[src/rtl/prio_irq_ctrl.sv]
module prio_irq_ctrl #(
  parameter int N_PIN  = 4,
  parameter int N_INT  = 4,
  parameter int N_GRP  = 4,
  parameter int ADDR_W = 16,
  parameter int DATA_W = 16,
  localparam int N_FIX = 3,
  localparam int N_MSK = N_PIN + N_INT + N_GRP,
  localparam int N_SRC = N_FIX + N_MSK,
  localparam int IDX_W = $clog2(N_SRC)
) (
  input  logic              clk,
  input  logic              rst_n,
  input  logic              nmi_i,
  input  logic              badop_i,
  input  logic              trap_i,
  input  logic [N_PIN-1:0]  pin_i,
  input  logic [N_INT-1:0]  int_req_i,
  input  logic [N_GRP-1:0]  grp_req_i,
  input  logic              ei_i,
  input  logic              di_i,
  input  logic              wr_en_i,
  input  logic [1:0]        wr_addr_i,
  input  logic [DATA_W-1:0] wr_data_i,
  input  logic              ack_i,
  output logic              irq_o,
  output logic [IDX_W-1:0]  irq_idx_o,
  output logic [ADDR_W-1:0] vec_o
);
  localparam int PIN_LO = N_FIX;
  localparam int INT_LO = PIN_LO + N_PIN;
  localparam int GRP_LO = INT_LO + N_INT;

  logic [N_MSK-1:0]   mask_q;
  logic [2*N_PIN-1:0] mode_q;
  logic [ADDR_W-1:0]  base_q;
  logic               grp_en_q, gie_q;
  logic [N_SRC-1:0]   pend_q, pend_d, set_vec, clr_vec, lvl_vec, allow, elig;
  logic [N_PIN-1:0]   pin_q;

  always_comb begin
    set_vec = '0;
    lvl_vec = '0;
    set_vec[0] = nmi_i;
    set_vec[1] = badop_i;
    set_vec[2] = trap_i;
    for (int k = 0; k < N_PIN; k++) begin
      if (mode_q[2*k+1])
        set_vec[PIN_LO+k] = mode_q[2*k] ? (pin_q[k] & ~pin_i[k]) : (~pin_q[k] & pin_i[k]);
      else
        lvl_vec[PIN_LO+k] = mode_q[2*k] ? ~pin_i[k] : pin_i[k];
    end
    for (int k = 0; k < N_INT; k++) set_vec[INT_LO+k] = int_req_i[k];
    for (int k = 0; k < N_GRP; k++) set_vec[GRP_LO+k] = grp_req_i[k];
  end

  always_comb begin
    allow = '0;
    for (int i = 0; i < N_FIX; i++) allow[i] = 1'b1;
    for (int i = PIN_LO; i < GRP_LO; i++) allow[i] = mask_q[i-N_FIX] & gie_q;
    for (int i = GRP_LO; i < N_SRC; i++) allow[i] = mask_q[i-N_FIX] & gie_q & grp_en_q;
  end

  assign elig  = (pend_q | lvl_vec) & allow;
  assign irq_o = |elig;

  always_comb begin
    irq_idx_o = '0;
    for (int i = N_SRC-1; i >= 0; i--)
      if (elig[i]) irq_idx_o = IDX_W'(i);
  end

  assign vec_o = base_q + (ADDR_W'(irq_idx_o) << 2);

  always_comb begin
    clr_vec = '0;
    if (ack_i && irq_o) clr_vec[irq_idx_o] = 1'b1;
    pend_d = (pend_q & ~clr_vec) | set_vec;
    for (int k = 0; k < N_PIN; k++)
      if (!mode_q[2*k+1]) pend_d[PIN_LO+k] = 1'b0;
  end

  always_ff @(posedge clk or negedge rst_n) begin
    if (!rst_n) begin
      mask_q   <= '0;
      mode_q   <= '0;
      base_q   <= '0;
      grp_en_q <= 1'b0;
      gie_q    <= 1'b0;
      pend_q   <= '0;
      pin_q    <= '0;
    end else begin
      pend_q <= pend_d;
      pin_q  <= pin_i;
      if (di_i) gie_q <= 1'b0;
      else if (ei_i) gie_q <= 1'b1;
      if (wr_en_i) begin
        case (wr_addr_i)
          2'd0: mask_q   <= wr_data_i[N_MSK-1:0];
          2'd1: mode_q   <= wr_data_i[2*N_PIN-1:0];
          2'd2: grp_en_q <= wr_data_i[0];
          default: base_q <= wr_data_i[ADDR_W-1:0];
        endcase
      end
    end
  end

  assert_fixed_wins_R1: assert property (@(posedge clk) disable iff (!rst_n)
    pend_q[0] |-> (irq_o && irq_idx_o == '0));

  assert_gie_gate_R2: assert property (@(posedge clk) disable iff (!rst_n)
    (!gie_q && irq_o) |-> (irq_idx_o < IDX_W'(N_FIX)));

  assert_mask_gate_R3: assert property (@(posedge clk) disable iff (!rst_n)
    (irq_o && irq_idx_o >= IDX_W'(N_FIX)) |-> mask_q[irq_idx_o - IDX_W'(N_FIX)]);

  assert_grp_gate_R4: assert property (@(posedge clk) disable iff (!rst_n)
    (irq_o && irq_idx_o >= IDX_W'(GRP_LO)) |-> grp_en_q);

  assert_ack_clears_R9: assert property (@(posedge clk) disable iff (!rst_n)
    (ack_i && irq_o) |=> (!pend_q[$past(irq_idx_o)] || $past(set_vec[irq_idx_o])));

  for (genvar k = 0; k < N_PIN; k++) begin : g_lvl_chk
    assert_lvl_unlatched_R6: assert property (@(posedge clk) disable iff (!rst_n)
      !mode_q[2*k+1] |=> !pend_q[PIN_LO+k]);
  end
endmodule

[config.mk]
export PLATFORM = sky130hd
export DESIGN_NAME = prio_irq_ctrl
export DESIGN_NICKNAME = d
export VERILOG_FILES = /design/src/rtl/prio_irq_ctrl.sv
export SDC_FILE = /design/constraint.sdc
export NUM_CORES = 1
export LEC_CHECK = 0
export BUFFER_PORTS_ARGS = -buffer_cell sky130_fd_sc_hd__buf_4
export CORE_ASPECT_RATIO = 1.75
export CORE_MARGIN = 2
export CORE_UTILIZATION = 40
export CTS_CLUSTER_SIZE = 28
export DETAILED_ROUTE_END_ITERATION = 10
export PLACE_DENSITY = 0.66
export SYNTH_ARGS = -nofsm -noshare
export SYNTH_HDL_FRONTEND = slang
export SYNTH_SLANG_ARGS = --single-unit
[constraint.sdc]
create_clock -name clk -period 10.35 [get_ports clk]
set_input_delay 1.5525 -clock clk [delete_from_list [all_inputs] [get_ports clk]]
set_output_delay 1.5525 -clock clk [all_outputs]
set_load 0.005 [all_outputs]
==> results of run 1 <==
==> sequential cells by signal (all words and copies together) (netlist names) <==
| signal | count |
|---|---|
| mask_q | 12 |
| mode_q | 8 |
| grp_en_q | 1 |
| pin_q | 4 |
| pend_q | 15 |
| gie_q | 1 |
| base_q | 16 |
==> worst max-delay path by stage <==
| stage | startpoint | end | depth (start not counted) |
|---|---|---|---|
| finish | pin_i[0] | vec_o[14] | 17 |
| global route | pin_i[0] | vec_o[14] | 17 |
| floorplan | pin_i[0] | vec_o[14] | 15 |
| global placement | pin_i[0] | vec_o[14] | 17 |
| CTS | pin_i[0] | vec_o[14] | 17 |
| detailed placement | pin_i[0] | vec_o[14] | 17 |
==> layout make-up <==
type	count	area, sq um	share of cell area
multi-input combinational	189	1440	0.383
sequential	57	1430	0.379
timing repair buffer	60	450	0.120
clock buffer	13	270	0.0718
tap	86	108	0.0286
inverter	17	65.1	0.0173
==> cells in the final DEF, fill, tap and decap left out, types with 2 or more instances in the layout <==
master,count
buf_4,60
dfrtp_1,57
mux2_2,37
nand2_1,23
nor2_1,20
inv_1,16
clkbuf_16,9
a21oi_1,8
xnor2_1,8
xor2_1,8
o21ai_0,7
nand3_1,6
a31oi_1,6
nor3_1,5
nor2b_1,5
a21o_1,4
a41oi_1,4
ha_1,4
a22oi_1,3
a32oi_1,3
nand2b_1,3
nand3b_1,3
clkbuf_8,3
and4_1,2
nand4_1,2
nor3_2,2
a211oi_1,2
nor3b_1,2
==> metrics by stage <==
step | util | hold slack, ns | worst slack (ns)
after global placement | 0.486 | 0.497 | 4.46
after CTS | 0.524 | 0.511 | 4.37
after global routing | 0.524 | 0.530 | 4.03
after floorplan | - | 0.474 | 4.84
after detailed placement | 0.486 | 0.499 | 4.38
final | 0.524 | 0.508 | 4.37
==> metal layers <==
layer  vias to the layer above  track usage
met5                         -            0
met4                         0        0.125
met3                        21       0.0325
met2                        59        0.325
met1                      1099        0.184
li1                       1098            -
==> kinds of logic (layout without fill, tap and decap cells) <==
kind of cell,Yosys count,after routing
buffers and inverters,22,90
flip-flops,57,57
AO/OA/AOI/OAI,54,54
XOR/XNOR,16,16
adder cells (fa/ha/maj),5,5
multiplexers,37,37
AND/OR/NAND/NOR,77,77
==> power groups by stage <==
stage / sequential, mW / combinational [mW] / clock, mW
6_report: 0.285 / 0.134 / 0.268
2_1_floorplan: 0.279 / 0.0852 / 0
3_5_place_dp: 0.289 / 0.136 / 0
3_3_place_gp: 0.288 / 0.132 / 0
5_1_grt: 0.290 / 0.149 / 0.282
4_1_cts: 0.285 / 0.136 / 0.275
==> flow_summary.ini, run 1 <==
[global_route]
grt.total_usage = 0.181
grt_overflow = 0
grt_pass1_vias = 2334
grt_max_degree = 58
grt_pass1_wl_um = 11200
antenna_found_initial = 0

[pwr]
powerDensity_nw_per_um2 = 183
pwr-share-comb = 0.195
ir_drop_v = 0.0000954
sw_frac_of_total = 0.260
total_leakage_power_nw = 1.68
seqPwrFrac = 0.415
pwr-share-clk = 0.390
p_int_mw = 0.508
netSwitchingPower_mw = 0.179
power_mw = 0.687

[placement]
dp.cells = 409
place.gp.congestion = 0.877
dp_hpwl_um = 5300
place_area_sq_um = 3490
port-buffer-count = 59

[worst_setup_path]
rr_endpoint = pend_q[14]
ff2ff_setup_slack_ns = 8.15
cp_data_required_time_ns = 8.80
reg2reg_depth = 6
arrival_ns = 4.43
max_stage_delay_ns = 0.40
critPathSlowestCell = fa_1
critical-path-top-delay-family = compound AO/OA/AOI/OAI gates
worstSetupStartpointType = input port
crit_path_end_kind = primary output
reg2reg_from = gie_q
cp.buffers_inverters = 4
worstSetupPathType = input port to primary output
worstPathMaxFanout = 6
path_cells = buf_4 > xor2_1 > a32oi_1 > a21o_1 > nor2b_1 > a211o_2 > clkinv_2 > ha_1 > inv_1 > fa_1 > nor2b_1 > o21a_1 > o21ai_0 > nor2_1 > and4_1 > xor2_1 > buf_4

[logic_synthesis]
synth_cell_types = 50
yosysMostFrequentCell = dfrtp_1
synthesis.instances = 268
avgSynthCellArea_sq_um = 11.1
synthTopCellsByArea = dfrtp_1 (48%), mux2_2 (14%), nand2_1 (2.9%)
synth_compound_area_frac = 0.144
synth_simple_gate_area_frac = 0.131
synth_xor_area_frac = 0.0473
syn_area_sq_um = 2960
yosys_most_used_dff = dfrtp_1
ys_seq_elements = 57
synth_edf_count = 0
synthAdderAreaFrac = 0.0236
yosysWarnings = 0
ys_async_sr_fraction = 1.00
synth_top_family_by_area = compound AO/OA/AOI/OAI gates
ys_seq_area_frac = 0.481
yosys-top-cells-count = dfrtp_1 (57), mux2_2 (37), nand2_1 (23)
synth_fp_nets = 312
yosysTopAreaCellShare = 0.481
synthMuxAreaShare = 0.141
synth_area_leader_cell = dfrtp_1

[die]
fp-row-count = 41
initial_core_util = 0.413
dieArea_sq_um = 8140
die_y_um = 118
ioPinCount = 60
coreArea_sq_um = 7180
fp.dieW_um = 69.1

[sta]
slew_violations = 0
hold_viol = 0
max_slew_margin = 0.412
tns_ns = 0
skew_ns = 0.00871
period_minus_slack_ns = 5.98
worstMarginPinSlew_ns = 0.880
fmax_mhz = 167
rsz0062_at_grt = no
post-route-period-util = 0.578
setup_viol = 0

[routing]
wl_um = 6840
num_vias = 2277
dr.pass1.iters = 4
drt_iter0_drc = 91
avgRoutedWirePerCell_um = 16.2
vias_per_cell = 5.40
routed.top_layer = met4
drtAntennaViolNets = 0
wl_met3_um = 246
wl_met2_um = 3750
wl_met1_um = 2570
drc = 0

[hold_path]
hp-start = base_q[1]
hold_depth = 1
whs_endpoint = base_q[1]
worst_hold_path_type = register to register

[job]
maxCapViolCount = 0

[run_status]
status = complete, no violations

[clocking]
htree_levels = 3
clock_latency_ns = 0.33
cts-root-buf = clkbuf_16
cts-resized-gates = 0
hold_buffers = 0
numCtsBuffers = 9
cts_buffer_depth = 2
numClockSinks = 57
postCtsSetupRepairBufs = 0
clkTransAtPathRegs_ns = 0.05
cts_tree = built

[cells_and_area]
drive_gt1_frac = 0.360
nFillCells = 670
syn_to_final_growth_pct = 26.9
antenna_cells = 0
fin_nets = 378
final-instance-count-excl-fill = 422
stdcell_area_sq_um = 3760
Note: power is estimated with default switching activity, not from simulation.
==> run 2, diff against run 1 <==
PLACE_DENSITY = 0.69   (was 0.66)
clock period = 4.8 ns   (was 10.35 ns; I/O delays follow)
==> flow_summary.ini, run 2 (synthesized netlist as in run 1, its figures left out) <==
[run_status]
status = complete, no violations

[worst_setup_path]
arrival_ns = 3.77
crit_top_cell = nor2b_1
cp_num_cells = 16
cp_data_required_time_ns = 4.08
path_cells = and3b_1 > a32oi_1 > a21o_1 > nor2b_1 > a211o_2 > clkinv_2 > ha_1 > inv_1 > fa_1 > nor2b_1 > o21a_1 > o21ai_0 > nor2_1 > and4_1 > xor2_1 > buf_4
worstPathMaxFanout = 14
critical-path-top-delay-family = compound AO/OA/AOI/OAI gates
rr_endpoint = pend_q[11]
reg2reg_from = gie_q
worstSetupStartpointType = register
crit_end = vec_o[14]
max_stage_delay_ns = 0.63
startpoint = gie_q
crit_path_end_kind = primary output
reg2reg_depth = 7
critPathSlowestCell = dfrtp_1
cp.buffers_inverters = 3
worstSetupPathType = register to primary output
ff2ff_setup_slack_ns = 2.56

[global_route]
grt_overflow = 0
grt_pass1_wl_um = 11900
top_usage_layer = met2
grt_max_degree = 58
antenna_found_initial = 0
grt.total_usage = 0.191
gr-usage-met1 = 0.200
grt_use_met2 = 0.337
grt_use_met3 = 0.0462
grt_pass1_vias = 2363

[routing]
vias_per_cell = 5.37
drt_iter0_drc = 173
avgRoutedWirePerCell_um = 16.7
dr.pass1.iters = 4
drtAntennaViolNets = 0
num_vias = 2286
drc = 0
wl_um = 7110

[clocking]
clock_latency_ns = 0.33
hold_buffers = 0
cts_buffer_depth = 2
htree_levels = 3
clkTransAtPathRegs_ns = 0.05
cts_tree = built
numCtsBuffers = 9
cts-root-buf = clkbuf_16
numClockSinks = 57
postCtsSetupRepairBufs = 0
cts-resized-gates = 0

[cells_and_area]
drive_gt1_frac = 0.368
syn_to_final_growth_pct = 28.3
final_cell_mix = buf_4 (62), dfrtp_1 (57), mux2_2 (37)
final-instance-count-excl-fill = 426
fin_nets = 380
nFillCells = 650
largest_reg_flops = 16
top_register = base_q
largestRegisters = base_q x16, pend_q x15, mask_q x12
final_common_cell = buf_4
antenna_cells = 0
stdcell_area_sq_um = 3800

[placement]
dp.cells = 411
place.gp.congestion = 0.863
place_area_sq_um = 3510
dp_hpwl_um = 5460
port-buffer-count = 59
detailedPlace.worstSlack_ns = 0.477

[die]
coreArea_sq_um = 7180
dieArea_sq_um = 8140
fp-row-count = 41
ioPinCount = 60
initial_core_util = 0.413
fp.dieW_um = 69.1
die_y_um = 118

[sta]
slew_violations = 0
max_slew_margin = 0.426
hold_ws_ns = 0.439
worstMarginPinSlew_ns = 0.858
hold_viol = 0
setup_viol = 0
fmax_mhz = 223
period_minus_slack_ns = 4.49
tns_ns = 0
post-route-period-util = 0.936
rsz0062_at_grt = no
fin_ws_ns = 0.308
skew_ns = 0.00513

[pwr]
ir_drop_v = 0.000217
total_leakage_power_nw = 1.71
powerDensity_nw_per_um2 = 405

[hold_path]
worst_hold_path_type = input port to asynchronous set/reset pin

[job]
maxCapViolCount = 0
==> run 2: per-stage QoR <==
| stage | util | power [mW] |
|---|---|---|
| final | 0.530 | 1.54 |
| after global routing | 0.530 | 1.62 |
| after CTS | 0.530 | 1.56 |
| after detailed placement | 0.488 | 0.920 |
| after global placement | 0.488 | 0.909 |
| after floorplan | - | 0.786 |
==> run 2: cell type report <==
type,instances,area [sq um],share of cell area
multi-input combinational,189,1440,0.379
timing repair buffer,62,465,0.122
clock buffer,12,256,0.0674
clock inverter,3,40.0,0.0105
tap,86,108,0.0283
sequential,57,1430,0.375
inverter,17,65.1,0.0171
==> run 2: layer usage <==
metal / vias to the layer above / routed length [um] / part of all wire
li1: 1100 / - / -
met1: 1102 / 2580 / 0.36
met2: 65 / 3930 / 0.55
met3: 19 / 291 / 0.041
met4: 0 / 306 / 0.043
met5: - / 0 / 0
==> run 2: how the worst min path moves through the flow <==
stage                       endpoint  slack (ns)  cells past startpoint
after floorplan            base_q[0]        0.42                      0
after global placement     base_q[5]        0.50                      1
after detailed placement   base_q[0]        0.50                      1
after CTS                 base_q[14]        0.47                      1
after global routing      base_q[14]        0.50                      1
final                     base_q[14]        0.44                      1
==> run 2: power by group <==
part / switching (mW) / internal [mW] / total, mW / leakage [nW]
Sequential: 0.0668 / 0.551 / 0.618 / 0.649
Combinational: 0.127 / 0.165 / 0.292 / 0.908
Clock: 0.207 / 0.424 / 0.630 / 0.148
==> run 3, diff against run 2 <==
CELL_PAD_IN_SITES_DETAIL_PLACEMENT = 0   (was default)
CELL_PAD_IN_SITES_GLOBAL_PLACEMENT = 1   (was default)
CORE_UTILIZATION = 39   (was 40)
PLACE_DENSITY = 0.81   (was 0.69)
==> flow_summary.ini, run 3 (synthesized netlist as in run 1, its figures left out) <==
[clocking]
postCtsSetupRepairBufs = 0
numCtsBuffers = 9
clkTransAtPathRegs_ns = 0.05
cts_tree = built
cts-resized-gates = 0
numClockSinks = 57
clock_latency_ns = 0.33
htree_levels = 3
cts_buffer_depth = 2
cts-root-buf = clkbuf_16
hold_buffers = 0

[routing]
drt_iter0_drc = 105
dr.pass1.iters = 4
drc = 0
drtAntennaViolNets = 0
num_vias = 2284
avgRoutedWirePerCell_um = 16.5
wl_um = 7060
vias_per_cell = 5.32

[die]
fp-row-count = 42
ioPinCount = 60
dieArea_sq_um = 8340
die_y_um = 119
fp.dieW_um = 69.9
coreArea_sq_um = 7460
initial_core_util = 0.397

[cells_and_area]
nFillCells = 733
largest_reg_flops = 16
antenna_cells = 0
largestRegisters = base_q x16, pend_q x15, mask_q x12
final_common_cell = buf_4
fin_nets = 380
top_register = base_q
drive_gt1_frac = 0.367
final_cell_mix = buf_4 (62), dfrtp_1 (57), mux2_2 (37)
syn_to_final_growth_pct = 28.8

[worst_setup_path]
path_cells = and3b_1 > a32oi_1 > a21o_1 > nor2b_1 > a211o_2 > clkinv_2 > ha_1 > inv_1 > fa_1 > nor2b_1 > o21a_1 > o21ai_0 > nor2_1 > and4_1 > xor2_1 > buf_4
worstSetupPathType = register to primary output
critPathSlowestCell = dfrtp_1
arrival_ns = 3.69
critical-path-top-delay-family = simple AND/OR/NAND/NOR gates
cp.buffers_inverters = 3
cp_data_required_time_ns = 4.08
worstPathMaxFanout = 14
reg2reg_from = gie_q
crit_top_cell = nor2b_1
crit_path_end_kind = primary output
rr_endpoint = pend_q[7]
max_stage_delay_ns = 0.61
worstSetupStartpointType = register
ff2ff_setup_slack_ns = 2.60
reg2reg_depth = 7

[sta]
post-route-period-util = 0.918
skew_ns = 0.00579
max_slew_margin = 0.418
tns_ns = 0
slew_violations = 0
rsz0062_at_grt = no
hold_viol = 0
setup_viol = 0
worstMarginPinSlew_ns = 0.870
fmax_mhz = 227
period_minus_slack_ns = 4.41

[pwr]
powerDensity_nw_per_um2 = 407
total_leakage_power_nw = 1.71
ir_drop_v = 0.000224
power_mw = 1.56

[placement]
port-buffer-count = 59
place.gp.congestion = 0.843
dp_hpwl_um = 5480

[run_status]
status = complete, no violations

[hold_path]
worst_hold_path_type = input port to asynchronous set/reset pin

[global_route]
grt_pass1_wl_um = 11800
antenna_found_initial = 0
grt_overflow = 0
grt.total_usage = 0.188
grt_max_degree = 58
grt_pass1_vias = 2388

[job]
maxCapViolCount = 0
-- run 3: cell types whose count changed in the layout (fill, tap and decap cells not counted), sizes merged --
cell	before	now
clkbuf	12	14
clkinv	3	2
-- run 3: through the flow --
step | std cells | worst slack [ns] | util | area, sq um | hold slack, ns
after floorplan | 268 | 0.956 | - | 2960 | 0.424
after global placement | 413 | 0.576 | 0.470 | 3510 | 0.497
after detailed placement | 413 | 0.524 | 0.470 | 3510 | 0.501
after CTS | 429 | 0.351 | 0.512 | 3820 | 0.489
after global routing | 429 | 0.0797 | 0.512 | 3820 | 0.508
final | 429 | 0.393 | 0.512 | 3820 | 0.441
-- run 3: routing by layer --
layer,vias up,wire length [um],GRT usage
met5,-,0,0
met4,0,142,0.0757
met3,10,260,0.0491
met2,42,4090,0.348
met1,1133,2570,0.196
li1,1099,-,-
-- run 3: worst max-delay path by stage --
stage | start | end | slack (ns) | cells past startpoint
CTS | gie_q | vec_o[14] | 0.35 | 16
global route | gie_q | vec_o[14] | 0.08 | 16
finish | gie_q | vec_o[14] | 0.39 | 16
detailed placement | pin_i[0] | vec_o[14] | 0.52 | 17
global placement | pin_i[0] | vec_o[14] | 0.58 | 17
floorplan | pin_i[0] | vec_o[14] | 0.96 | 15
-- run 3: cell type report --
class | count | area, sq um | share of cell area
clock buffers | 14 | 274 | 0.0718
repair buffers | 62 | 465 | 0.122
flip-flops and latches | 57 | 1430 | 0.374
well taps | 88 | 110 | 0.0288
inverters | 17 | 65.1 | 0.0170
clock inverters | 2 | 35.0 | 0.00917
multi-input cells | 189 | 1440 | 0.378
-- run 3: report_power, final --
part,internal (mW),switching [mW]
clock,0.442,0.204
combinational,0.165,0.126
sequential,0.551,0.0665
